### src/rtl/uart_rb_pkg.sv
package uart_rb_pkg;
  localparam int DW  = 8;
  localparam int AW  = 3;
  localparam int TGW = 4;

  localparam logic [DW-1:0] KEY_DIV = 8'h80;
  localparam logic [DW-1:0] KEY_ENH = 8'hBF;
  localparam logic [DW-1:0] LCR_RST = 8'h03;

  localparam int EFR_ENH_BIT = 4;
  localparam int MCR_ALT_BIT = 6;
  localparam int MCR_FRR_BIT = 4;

  typedef enum logic [TGW-1:0] {
    TG_NONE  = 4'd0,
    TG_DATA  = 4'd1,
    TG_DLL   = 4'd2,
    TG_DLH   = 4'd3,
    TG_LCR   = 4'd4,
    TG_MCR   = 4'd5,
    TG_EFR   = 4'd6,
    TG_XON1  = 4'd7,
    TG_XON2  = 4'd8,
    TG_XOFF1 = 4'd9,
    TG_XOFF2 = 4'd10,
    TG_TCR   = 4'd11,
    TG_TLR   = 4'd12,
    TG_FRR   = 4'd13
  } tgt_e;

  typedef enum logic [1:0] {BK_NORM, BK_DIV, BK_ENH} bank_e;

  // stored slots are the targets TG_DLL .. TG_TLR, in enum order
  localparam int SLOT_BASE = 2;
  localparam int NSLOT     = 11;
  localparam int S_DLL = 0, S_DLH = 1, S_LCR = 2, S_MCR = 3, S_EFR = 4;
  localparam int S_XON1 = 5, S_XON2 = 6, S_XOFF1 = 7, S_XOFF2 = 8;
  localparam int S_TCR = 9, S_TLR = 10;

  function automatic bank_e bank_of(input logic [DW-1:0] lcr);
    if (lcr == KEY_ENH)      return BK_ENH;
    else if (lcr == KEY_DIV) return BK_DIV;
    else                     return BK_NORM;
  endfunction

  function automatic tgt_e decode_tgt(input logic [AW-1:0] a,
                                      input logic [DW-1:0] lcr,
                                      input logic efr_en,
                                      input logic mcr_alt,
                                      input logic frr_off);
    bank_e b;
    logic  alt;
    tgt_e  t;
    b   = bank_of(lcr);
    alt = efr_en & mcr_alt & (b != BK_ENH);
    case (a)
      3'd0: t = (b == BK_DIV) ? TG_DLL : ((b == BK_NORM) ? TG_DATA : TG_NONE);
      3'd1: t = (b == BK_DIV) ? TG_DLH : TG_NONE;
      3'd2: t = (b == BK_ENH) ? TG_EFR : TG_NONE;
      3'd3: t = TG_LCR;
      3'd4: t = (b == BK_ENH) ? TG_XON1 : TG_MCR;
      3'd5: t = (b == BK_ENH) ? TG_XON2 : TG_NONE;
      3'd6: t = (b == BK_ENH) ? TG_XOFF1 : (alt ? TG_TCR : TG_NONE);
      default: t = (b == BK_ENH) ? TG_XOFF2 :
                   (alt ? TG_TLR : (frr_off ? TG_NONE : TG_FRR));
    endcase
    return t;
  endfunction

  function automatic logic [DW-1:0] slot_rst(input int slot);
    return (slot == S_LCR) ? LCR_RST : '0;
  endfunction

  function automatic logic [DW-1:0] slot_merge(input int slot,
                                               input logic [DW-1:0] old_v,
                                               input logic [DW-1:0] new_v,
                                               input logic unlock);
    logic [DW-1:0] r;
    r = new_v;
    if (slot == S_MCR && !unlock) r[MCR_ALT_BIT] = old_v[MCR_ALT_BIT];
    return r;
  endfunction
endpackage

### src/rtl/uart_rb_decode.sv
module uart_rb_decode
  import uart_rb_pkg::*;
(
  input  logic          clk,
  input  logic          rst_n,
  input  logic [AW-1:0] addr,
  input  logic [DW-1:0] lcr,
  input  logic [DW-1:0] efr,
  input  logic [DW-1:0] mcr,
  output tgt_e          tgt,
  output logic          is_norm
);
  bank_e bank;

  always_comb begin
    bank    = bank_of(lcr);
    is_norm = (bank == BK_NORM);
    tgt     = decode_tgt(addr, lcr, efr[EFR_ENH_BIT], mcr[MCR_ALT_BIT],
                         mcr[MCR_FRR_BIT]);
  end

  AST_LCR_EVERY_BANK: assert property (@(posedge clk) disable iff (!rst_n)
    (addr == 3'd3) |-> (tgt == TG_LCR));
  AST_ENH_HIDES_ALT: assert property (@(posedge clk) disable iff (!rst_n)
    (lcr == KEY_ENH) |-> (tgt != TG_TCR && tgt != TG_TLR));
  AST_ALT_NEEDS_KEYS: assert property (@(posedge clk) disable iff (!rst_n)
    (tgt == TG_TCR || tgt == TG_TLR) |-> (efr[EFR_ENH_BIT] && mcr[MCR_ALT_BIT]));
endmodule

### src/rtl/uart_rb_regfile.sv
module uart_rb_regfile
  import uart_rb_pkg::*;
(
  input  logic                clk,
  input  logic                rst_n,
  input  logic                we,
  input  tgt_e                tgt,
  input  logic [DW-1:0]       wdata,
  output logic [NSLOT*DW-1:0] slots
);
  logic [DW-1:0] efr_q;
  logic [DW-1:0] mcr_q;
  logic          hit_vec [NSLOT];
  logic [NSLOT-1:0] hit_bits;

  assign efr_q = slots[S_EFR*DW +: DW];
  assign mcr_q = slots[S_MCR*DW +: DW];

  for (genvar i = 0; i < NSLOT; i++) begin : g_slot
    logic [DW-1:0] q;
    assign hit_vec[i]  = we && (tgt == TGW'(SLOT_BASE + i));
    assign hit_bits[i] = hit_vec[i];
    always_ff @(posedge clk) begin
      if (!rst_n)          q <= slot_rst(i);
      else if (hit_vec[i]) q <= slot_merge(i, q, wdata, efr_q[EFR_ENH_BIT]);
    end
    assign slots[i*DW +: DW] = q;
  end

  AST_ONE_SLOT_WRITTEN: assert property (@(posedge clk) disable iff (!rst_n)
    $onehot0(hit_bits));
  AST_MCR_ALT_LOCK: assert property (@(posedge clk) disable iff (!rst_n)
    (hit_bits[S_MCR] && !efr_q[EFR_ENH_BIT]) |=>
      (mcr_q[MCR_ALT_BIT] == $past(mcr_q[MCR_ALT_BIT])));
  AST_UNMAPPED_WRITE_IGNORED: assert property (@(posedge clk) disable iff (!rst_n)
    (we && (tgt == TG_NONE || tgt == TG_FRR)) |=> $stable(slots));
endmodule

### src/rtl/uart_rb_rdmux.sv
module uart_rb_rdmux
  import uart_rb_pkg::*;
(
  input  tgt_e                tgt,
  input  logic [NSLOT*DW-1:0] slots,
  input  logic [DW-1:0]       frr,
  output logic [DW-1:0]       rdata
);
  always_comb begin
    case (tgt)
      TG_NONE, TG_DATA: rdata = '0;
      TG_FRR:           rdata = frr;
      default:          rdata = slots[(int'(tgt) - SLOT_BASE)*DW +: DW];
    endcase
  end

  always_comb begin
    if (tgt == TG_NONE) begin
      AST_UNMAPPED_READS_ZERO: assert (rdata == '0);
    end
  end
endmodule

### src/rtl/uart_rb_strobe.sv
module uart_rb_strobe
  import uart_rb_pkg::*;
(
  input  logic          clk,
  input  logic          rst_n,
  input  logic          rd,
  input  logic          wr,
  input  tgt_e          tgt,
  input  logic [DW-1:0] wdata,
  output logic          rx_pop,
  output logic          tx_push,
  output logic [DW-1:0] tx_byte
);
  logic data_hit;
  assign data_hit = (tgt == TG_DATA);

  always_ff @(posedge clk) begin
    if (!rst_n) begin
      rx_pop  <= 1'b0;
      tx_push <= 1'b0;
      tx_byte <= '0;
    end else begin
      rx_pop  <= rd && data_hit;
      tx_push <= wr && data_hit;
      if (wr && data_hit) tx_byte <= wdata;
    end
  end

  AST_POP_FROM_READ: assert property (@(posedge clk) disable iff (!rst_n)
    rx_pop |-> $past(rd));
  AST_PUSH_CARRIES_BYTE: assert property (@(posedge clk) disable iff (!rst_n)
    tx_push |-> ($past(wr) && tx_byte == $past(wdata)));
endmodule

### src/rtl/uart_regbank_dec.sv
module uart_regbank_dec
  import uart_rb_pkg::*;
(
  input  logic          clk,
  input  logic          rst_n,
  input  logic [AW-1:0] bus_addr,
  input  logic [DW-1:0] bus_wdata,
  input  logic          bus_wr,
  input  logic          bus_rd,
  output logic [DW-1:0] bus_rdata,
  input  logic [DW-1:0] fifo_rdy_in,
  output logic          rx_pop,
  output logic          tx_push,
  output logic [DW-1:0] tx_byte,
  output logic [2*DW-1:0] cfg_div,
  output logic [DW-1:0] cfg_lcr,
  output logic [DW-1:0] cfg_mcr,
  output logic [DW-1:0] cfg_efr,
  output logic [DW-1:0] cfg_xon1,
  output logic [DW-1:0] cfg_xon2,
  output logic [DW-1:0] cfg_xoff1,
  output logic [DW-1:0] cfg_xoff2,
  output logic [DW-1:0] cfg_tcr,
  output logic [DW-1:0] cfg_tlr
);
  tgt_e                tgt;
  logic                is_norm;
  logic [NSLOT*DW-1:0] slots;

  assign cfg_div   = {slots[S_DLH*DW +: DW], slots[S_DLL*DW +: DW]};
  assign cfg_lcr   = slots[S_LCR*DW +: DW];
  assign cfg_mcr   = slots[S_MCR*DW +: DW];
  assign cfg_efr   = slots[S_EFR*DW +: DW];
  assign cfg_xon1  = slots[S_XON1*DW +: DW];
  assign cfg_xon2  = slots[S_XON2*DW +: DW];
  assign cfg_xoff1 = slots[S_XOFF1*DW +: DW];
  assign cfg_xoff2 = slots[S_XOFF2*DW +: DW];
  assign cfg_tcr   = slots[S_TCR*DW +: DW];
  assign cfg_tlr   = slots[S_TLR*DW +: DW];

  uart_rb_decode u_dec (
    .clk(clk), .rst_n(rst_n), .addr(bus_addr),
    .lcr(cfg_lcr), .efr(cfg_efr), .mcr(cfg_mcr),
    .tgt(tgt), .is_norm(is_norm)
  );

  uart_rb_regfile u_rf (
    .clk(clk), .rst_n(rst_n), .we(bus_wr), .tgt(tgt),
    .wdata(bus_wdata), .slots(slots)
  );

  uart_rb_rdmux u_rd (
    .tgt(tgt), .slots(slots), .frr(fifo_rdy_in), .rdata(bus_rdata)
  );

  uart_rb_strobe u_stb (
    .clk(clk), .rst_n(rst_n), .rd(bus_rd), .wr(bus_wr), .tgt(tgt),
    .wdata(bus_wdata), .rx_pop(rx_pop), .tx_push(tx_push), .tx_byte(tx_byte)
  );

  AST_DATA_PORT_KEEPS_DIV: assert property (@(posedge clk) disable iff (!rst_n)
    (bus_wr && bus_addr == 3'd0 && is_norm) |=> $stable(cfg_div));
  AST_STROBE_ONLY_NORMAL: assert property (@(posedge clk) disable iff (!rst_n)
    ((bus_rd || bus_wr) && bus_addr == 3'd0 && !is_norm) |=> (!rx_pop && !tx_push));
endmodule

### config.mk
export PLATFORM = sky130hd
export DESIGN_NAME = uart_regbank_dec
export DESIGN_NICKNAME = d
export VERILOG_FILES = /design/src/rtl/uart_rb_pkg.sv /design/src/rtl/uart_rb_decode.sv /design/src/rtl/uart_rb_regfile.sv /design/src/rtl/uart_rb_rdmux.sv /design/src/rtl/uart_rb_strobe.sv /design/src/rtl/uart_regbank_dec.sv
export SDC_FILE = /design/constraint.sdc
export NUM_CORES = 1
export LEC_CHECK = 0
export BUFFER_PORTS_ARGS = -buffer_cell sky130_fd_sc_hd__buf_2
export CORE_MARGIN = 5
export CORE_UTILIZATION = 53
export CTS_CLUSTER_SIZE = 14
export DETAILED_ROUTE_END_ITERATION = 16
export GPL_TIMING_DRIVEN = 0
export HOLD_SLACK_MARGIN = 0.05
export PLACE_DENSITY_LB_ADDON = 0.25
export SYNTH_ARGS = -nofsm -noshare
export SYNTH_HDL_FRONTEND = slang
export SYNTH_SLANG_ARGS = --single-unit
### constraint.sdc
create_clock -name clk -period 6.73 [get_ports clk]
set_input_delay 1.6825 -clock clk [delete_from_list [all_inputs] [get_ports clk]]
set_output_delay 1.6825 -clock clk [all_outputs]
set_load 0.05 [all_outputs]
# --- Word-level counts from Yosys, hierarchy flattened ---
# Cells that the tools add are included.
# W data, S select, Z words.
totals:
  regBits: 98
  input_bits: 23
  output_inout_bits: 106
  word_cells: 76
op_classes:
  addsub: 1
  eq_ne: 24
  shifts: 1
  n_mux: 15
  n_bitwise: 2
  n_reduce_logical: 18
ops:
  columns: ["cell", "count"]
  rows:
  - ["$shiftx A88 B32 Y8", 1]
  - ["$mux W4", 7]
  - ["$pmux W4 S7", 1]
  - ["$eq A4 B4 Y1 const B", 6]
  - ["$eq A4 B3 Y1 const B", 4]
  - ["$eq A8 B8 Y1 const B", 2]
  - ["$pmux W8 S2", 1]
  - ["$logic_and A1 B1 Y1", 13]
  - ["$eq A3 B3 Y1 const B", 3]
  - ["$eq A4 B2 Y1 const B", 2]
  - ["$eq A3 B2 Y1 const B", 2]
  - ["$mux W2", 3]
  - ["$sub A4 B2 Y5 const B", 1]
  - ["$eq A4 B1 Y1 const B", 1]
  - ["$logic_not A4 Y1", 1]
  - ["$eq A3 B1 Y1 const B", 1]
  - ["$logic_not A3 Y1", 1]
  - ["$mux W3", 1]
  - ["$and A1 B1 Y1", 2]
  - ["$eq A2 B1 Y1 const B", 1]
  - ["$eq A2 B2 Y1 const B", 1]
  - ["$logic_not A2 Y1", 1]
  - ["$mux W1", 2]
  - ["$ne A2 B2 Y1 const B", 1]
  - ["2 further kinds", 2]

# --- Longest topological paths before layout ---
depth:
  ltp_word: 11
  mapped_depth: 13
  depth_no_buf: 10

# --- Hierarchy ---
# A second synthesis with hierarchy kept.
unflattened:
  hier_cells: 480
  hier_area_um2: 4772.1
modules_own_cells:
  columns: ["mod", "instances", "cells_each", "area_per_inst_um2", "seq_area_each_um2"]
  rows:
  - ["uart_rb_regfile", 1, 314, 3234.4, 1761.7]
  - ["uart_rb_rdmux", 1, 92, 909.6, 0.0]
  - ["uart_rb_strobe", 1, 41, 416.6, 200.2]
  - ["uart_rb_decode", 1, 33, 211.5, 0.0]

# --- Least setup slack after synthesis ---
# No wires, ideal clock.
synth_path:
  kind: "input -> output"
  from: "in bus_addr[2]"
  to: "out bus_rdata[0]"
  arrival_time_ns: 5.038
  t_required_ns: 5.047
  path_slack_ns: 0.009
  path_stages: 12
  n_path_buf: 3
  cell_sequence: "buf_4 > or3b_1 > a311oi_1 > or3_2 > inv_4 > buf_2 > ha_1 > clkbuf_1 > nand2_1 > a21oi_1 > a31oi_1 > a311oi_1"
synth_between:
  elab_chain_cells: 5
  elab_cells_between_ends: 15
  classes_between: "add/sub (1); eq/ne (8); shift (1); mux (2); reduce/logical (3)"
synth_rtl:
  columns: ["item", "line_no", "text"]
  rows:
  - ["from (decl)", "uart_regbank_dec.sv:6", "input logic [AW-1:0] bus_addr,"]
  - ["$eq A3 B3 Y1, or another cell as far along", "uart_rb_pkg.sv:56", "case (a)"]
  - ["$pmux W4 S7 *", "uart_rb_pkg.sv:56", null]
  - ["$sub A4 B2 Y5, or another cell as far along", "uart_rb_rdmux.sv:13", "default: rdata = slots[(int'(tgt) - SLOT_BASE)*DW +: DW];"]
  - ["$shiftx A88 B32 Y8 / $reduce_or A2 Y1 (equally long branches)", "uart_rb_rdmux.sv:13, uart_rb_rdmux.sv:10", null]
  - ["$pmux W8 S2 *", "uart_rb_rdmux.sv:10", "case (tgt)"]
  - ["to (decl)", "uart_regbank_dec.sv:10", "output logic [DW-1:0] bus_rdata,"]
# Mark *: on every way between the ends. The rest lies on a longest branch, timed or not.

# --- Worst setup path after layout ---
layout_path:
  from: "in bus_addr[0]"
  to: "out bus_rdata[7]"
# Same word-level chain as after synthesis.

==> impl_metrics.env <==
export IMPL_outcome="finished clean"
export IMPL_grt_pass1_wl_mm=26.4
export IMPL_yosys_most_used_dff="dfxtp_1"
export IMPL_syn_cell_area_mm2=0.00500
export IMPL_slowest_stage="or3_2"
export IMPL_p_per_area_mw_per_mm2=193
export IMPL_worst_slew_margin_rel_pct=46.6
export IMPL_synthCells=549
export IMPL_final_util_pct=64.8
export IMPL_fin_nets=709
export IMPL_fmax_mhz=153
export IMPL_cts_sinks=98
export IMPL_cts_tree="yes"
export IMPL_coreArea_mm2=0.00924
export IMPL_timing_max_transition_violations_final=0
export IMPL_drt_first_pass_iters=5
export IMPL_diodes=0
export IMPL_grt_max_degree=19
export IMPL_start_util_pct=54.1
export IMPL_finalClockSkew_ns=0.0186
export IMPL_endpoint_kind="output port"
export IMPL_wirelength_met1_mm=7.13
export IMPL_drtIter0Drc=466
export IMPL_hold_path_class="flip-flop to flip-flop"
export IMPL_grt_usage_pct=29.5
export IMPL_path_clk_slew_ns=0.11
export IMPL_synthDominantCellAreaShare_pct=39.2
export IMPL_dr_wl_met2_mm=7.84
export IMPL_async_flop_share_pct=0
export IMPL_synth_edf_count=0
export IMPL_cpPeakStageDelay_ns=0.49
export IMPL_p_leak_uw=0.00268
export IMPL_path_cells="buf_2 -> clkbuf_2 -> nand3_1 -> a311oi_1 -> or3_2 -> inv_4 -> buf_2 -> ha_1 -> xnor2_2 -> a221oi_1 -> o21ai_1 -> a211o_1 -> a22o_1 -> buf_2"
export IMPL_ant_nets=0
export IMPL_final_layout_size_suffix_gt1_share_pct=24.8
export IMPL_cp_start_kind="input pin"
export IMPL_die_area_mm2=0.0115
export IMPL_drc=0
export IMPL_tightest_slew_ns=0.801
export IMPL_ys_ff_latch=98
export IMPL_area_growth_pct=19.7
export IMPL_htree_levels=3
export IMPL_wl_per_cell_um=20.7
export IMPL_ys_seq_area_share_pct=39.2
export IMPL_cts_setup_buffers=0
export IMPL_syn_num_nets=573
export IMPL_cp_max_fo=10
export IMPL_place_congestion=0.942
export IMPL_grt_pass1_vias=4673
export IMPL_routed_wl_mm=17.0
export IMPL_ir_drop_uv=168
export IMPL_ys_warn_count=0
export IMPL_fin_crit_ns=6.54
export IMPL_cp_common_cell="buf_2"
export IMPL_viasPerCell=5.86
export IMPL_synth_cell_types=54
export IMPL_finalPower_uw=1150
export IMPL_avgSynthCellArea_um2=9.11
export IMPL_die_w_um=107
export IMPL_hold_viol_final=0
export IMPL_io_buffers=125
export IMPL_path_buf_inv=5
export IMPL_met3_length_mm=1.60
export IMPL_path_class="input pin to output port"
export IMPL_grt_setup_unrepaired="yes"
export IMPL_clk_insertion_delay_late_ns=0.37
export IMPL_clock_root_buffer="clkbuf_8"
export IMPL_finalCritPeriodShare_pct=97.2
export IMPL_synth_area_leaders="dfxtp_1 (39%), mux2i_1 (18%), nor2b_1 (8.1%), nand2_1 (5.0%), nand3_1 (4.6%)"
export IMPL_overflow=0
export IMPL_synth_top_cell_by_area="dfxtp_1"
export IMPL_cts_buffers=9
export IMPL_arrival_ns=4.86
export IMPL_clockBufferDepth=2
export IMPL_yosysMostFrequentCell="dfxtp_1"
export IMPL_setup_violations_final=0
export IMPL_synth_common_cells="dfxtp_1 (98), mux2i_1 (88), nand2_1 (67)"
export IMPL_vias=4800
export IMPL_cap_violations=0
export IMPL_std_cell_rows=35
export IMPL_required_ns=5.05
export IMPL_top_layer="met4"
export IMPL_antenna_found_initial=0
export IMPL_critPathTopFamily="compound AO/OA/AOI/OAI gates"
export IMPL_pin_count=129
export IMPL_dp_hpwl_mm=12.8
export IMPL_die_h_um=107
stage by stage:
step,TNS (ns),cells,hold WS [ns],worst slack [ns],instance area (um^2)
after floorplan,0,549,0.688,0.00919,5000
after global placement,0,803,0.469,0.129,5790
after detailed placement,0,803,0.480,0.0523,5790
after CTS,0,819,0.494,0.0536,5970
after global routing,-0.00224,819,0.526,-0.00224,5980
final,0,819,0.496,0.189,5980
worst register-to-register path, cell delays in order, from the launching register on:
cell      delay, ns
dfxtp_1        0.49
nand4_1        0.20
nor2_1         0.39
o22ai_1        0.15
a21boi_0       0.60
and3b_1        0.30
buf_2          0.25
clkbuf_1       0.38
nand3_1        0.15
a21boi_0       0.22
kinds of logic (layout without fill, tap and decap cells):
group	count (synthesis)	in the layout	synth area share (%)
xor gates and xnor gates	2	2	0.350
buffers and inverters	47	188	4.50
and+or+nand+nor	221	221	23.7
DFF	98	98	39.2
muxes	95	95	19.2
adders and majority gates	1	1	0.250
AOI/OAI and AO/OA	85	85	12.8
where the power goes:
group          switching (uW)  internal, uW
Sequential               7.89           587
Clock                     230           141
Combinational             130          57.9
Total                     368           786
timing repair:
| item | 4_1_cts | 5_1_grt |
|---|---|---|
| setup endpoints to repair | 0 | 8 |
| hold buffers | 0 | 0 |
| gates resized for setup | 0 | 7 |
cell usage in the layout, fill, tap and decap left out, drive strengths merged, types with 3 or more instances in the layout:
master / n
a221oi: 12
and2: 4
nor2b: 65
buf: 140
nor3: 5
dfxtp: 98
a311oi: 3
nand2: 67
o2111ai: 3
a2111oi: 3
mux2i: 88
mux2: 7
a21oi: 10
clkinv: 4
nand4: 5
nand3: 46
a31oi: 5
a2111o: 3
clkbuf: 36
a21boi: 30
nor2: 11
inv: 7
o21ai: 4
area by class of cell:
type | count | area, um^2
buffer | 42 | 208
clock buffer | 9 | 124
clock inverter | 7 | 61.3
fill | 828 | 3260
inverter | 5 | 21.3
multi-input combinational | 404 | 2820
sequential | 98 | 1960
tap | 129 | 161
timing repair buffer | 125 | 626
worst paths after layout:
path         cells past startpoint                 from  slack [ns]                   to
min                              2  u_rf.g_slot[6].q[4]        0.50  u_rf.g_slot[6].q[4]
min reg2reg                      2  u_rf.g_slot[6].q[4]        0.50  u_rf.g_slot[6].q[4]
max reg2reg                      9  u_rf.g_slot[2].q[1]        3.54  u_rf.g_slot[7].q[5]
max                             14          bus_addr[0]        0.19         bus_rdata[7]
routing by layer:
metal,track usage (%),vias up
met5,0,-
met4,8.49,0
met3,7.04,36
met2,46.9,255
met1,39.9,2273
li1,-,2236
registers in the layout (all words and copies together), names as in the netlist:
signal         cells
u_rf.g_slot.q     80
u_stb.tx_byte      8
u_rf.efr_q         8
u_stb.tx_push      1
u_stb.rx_pop       1
(Power assumes the default switching activity.)
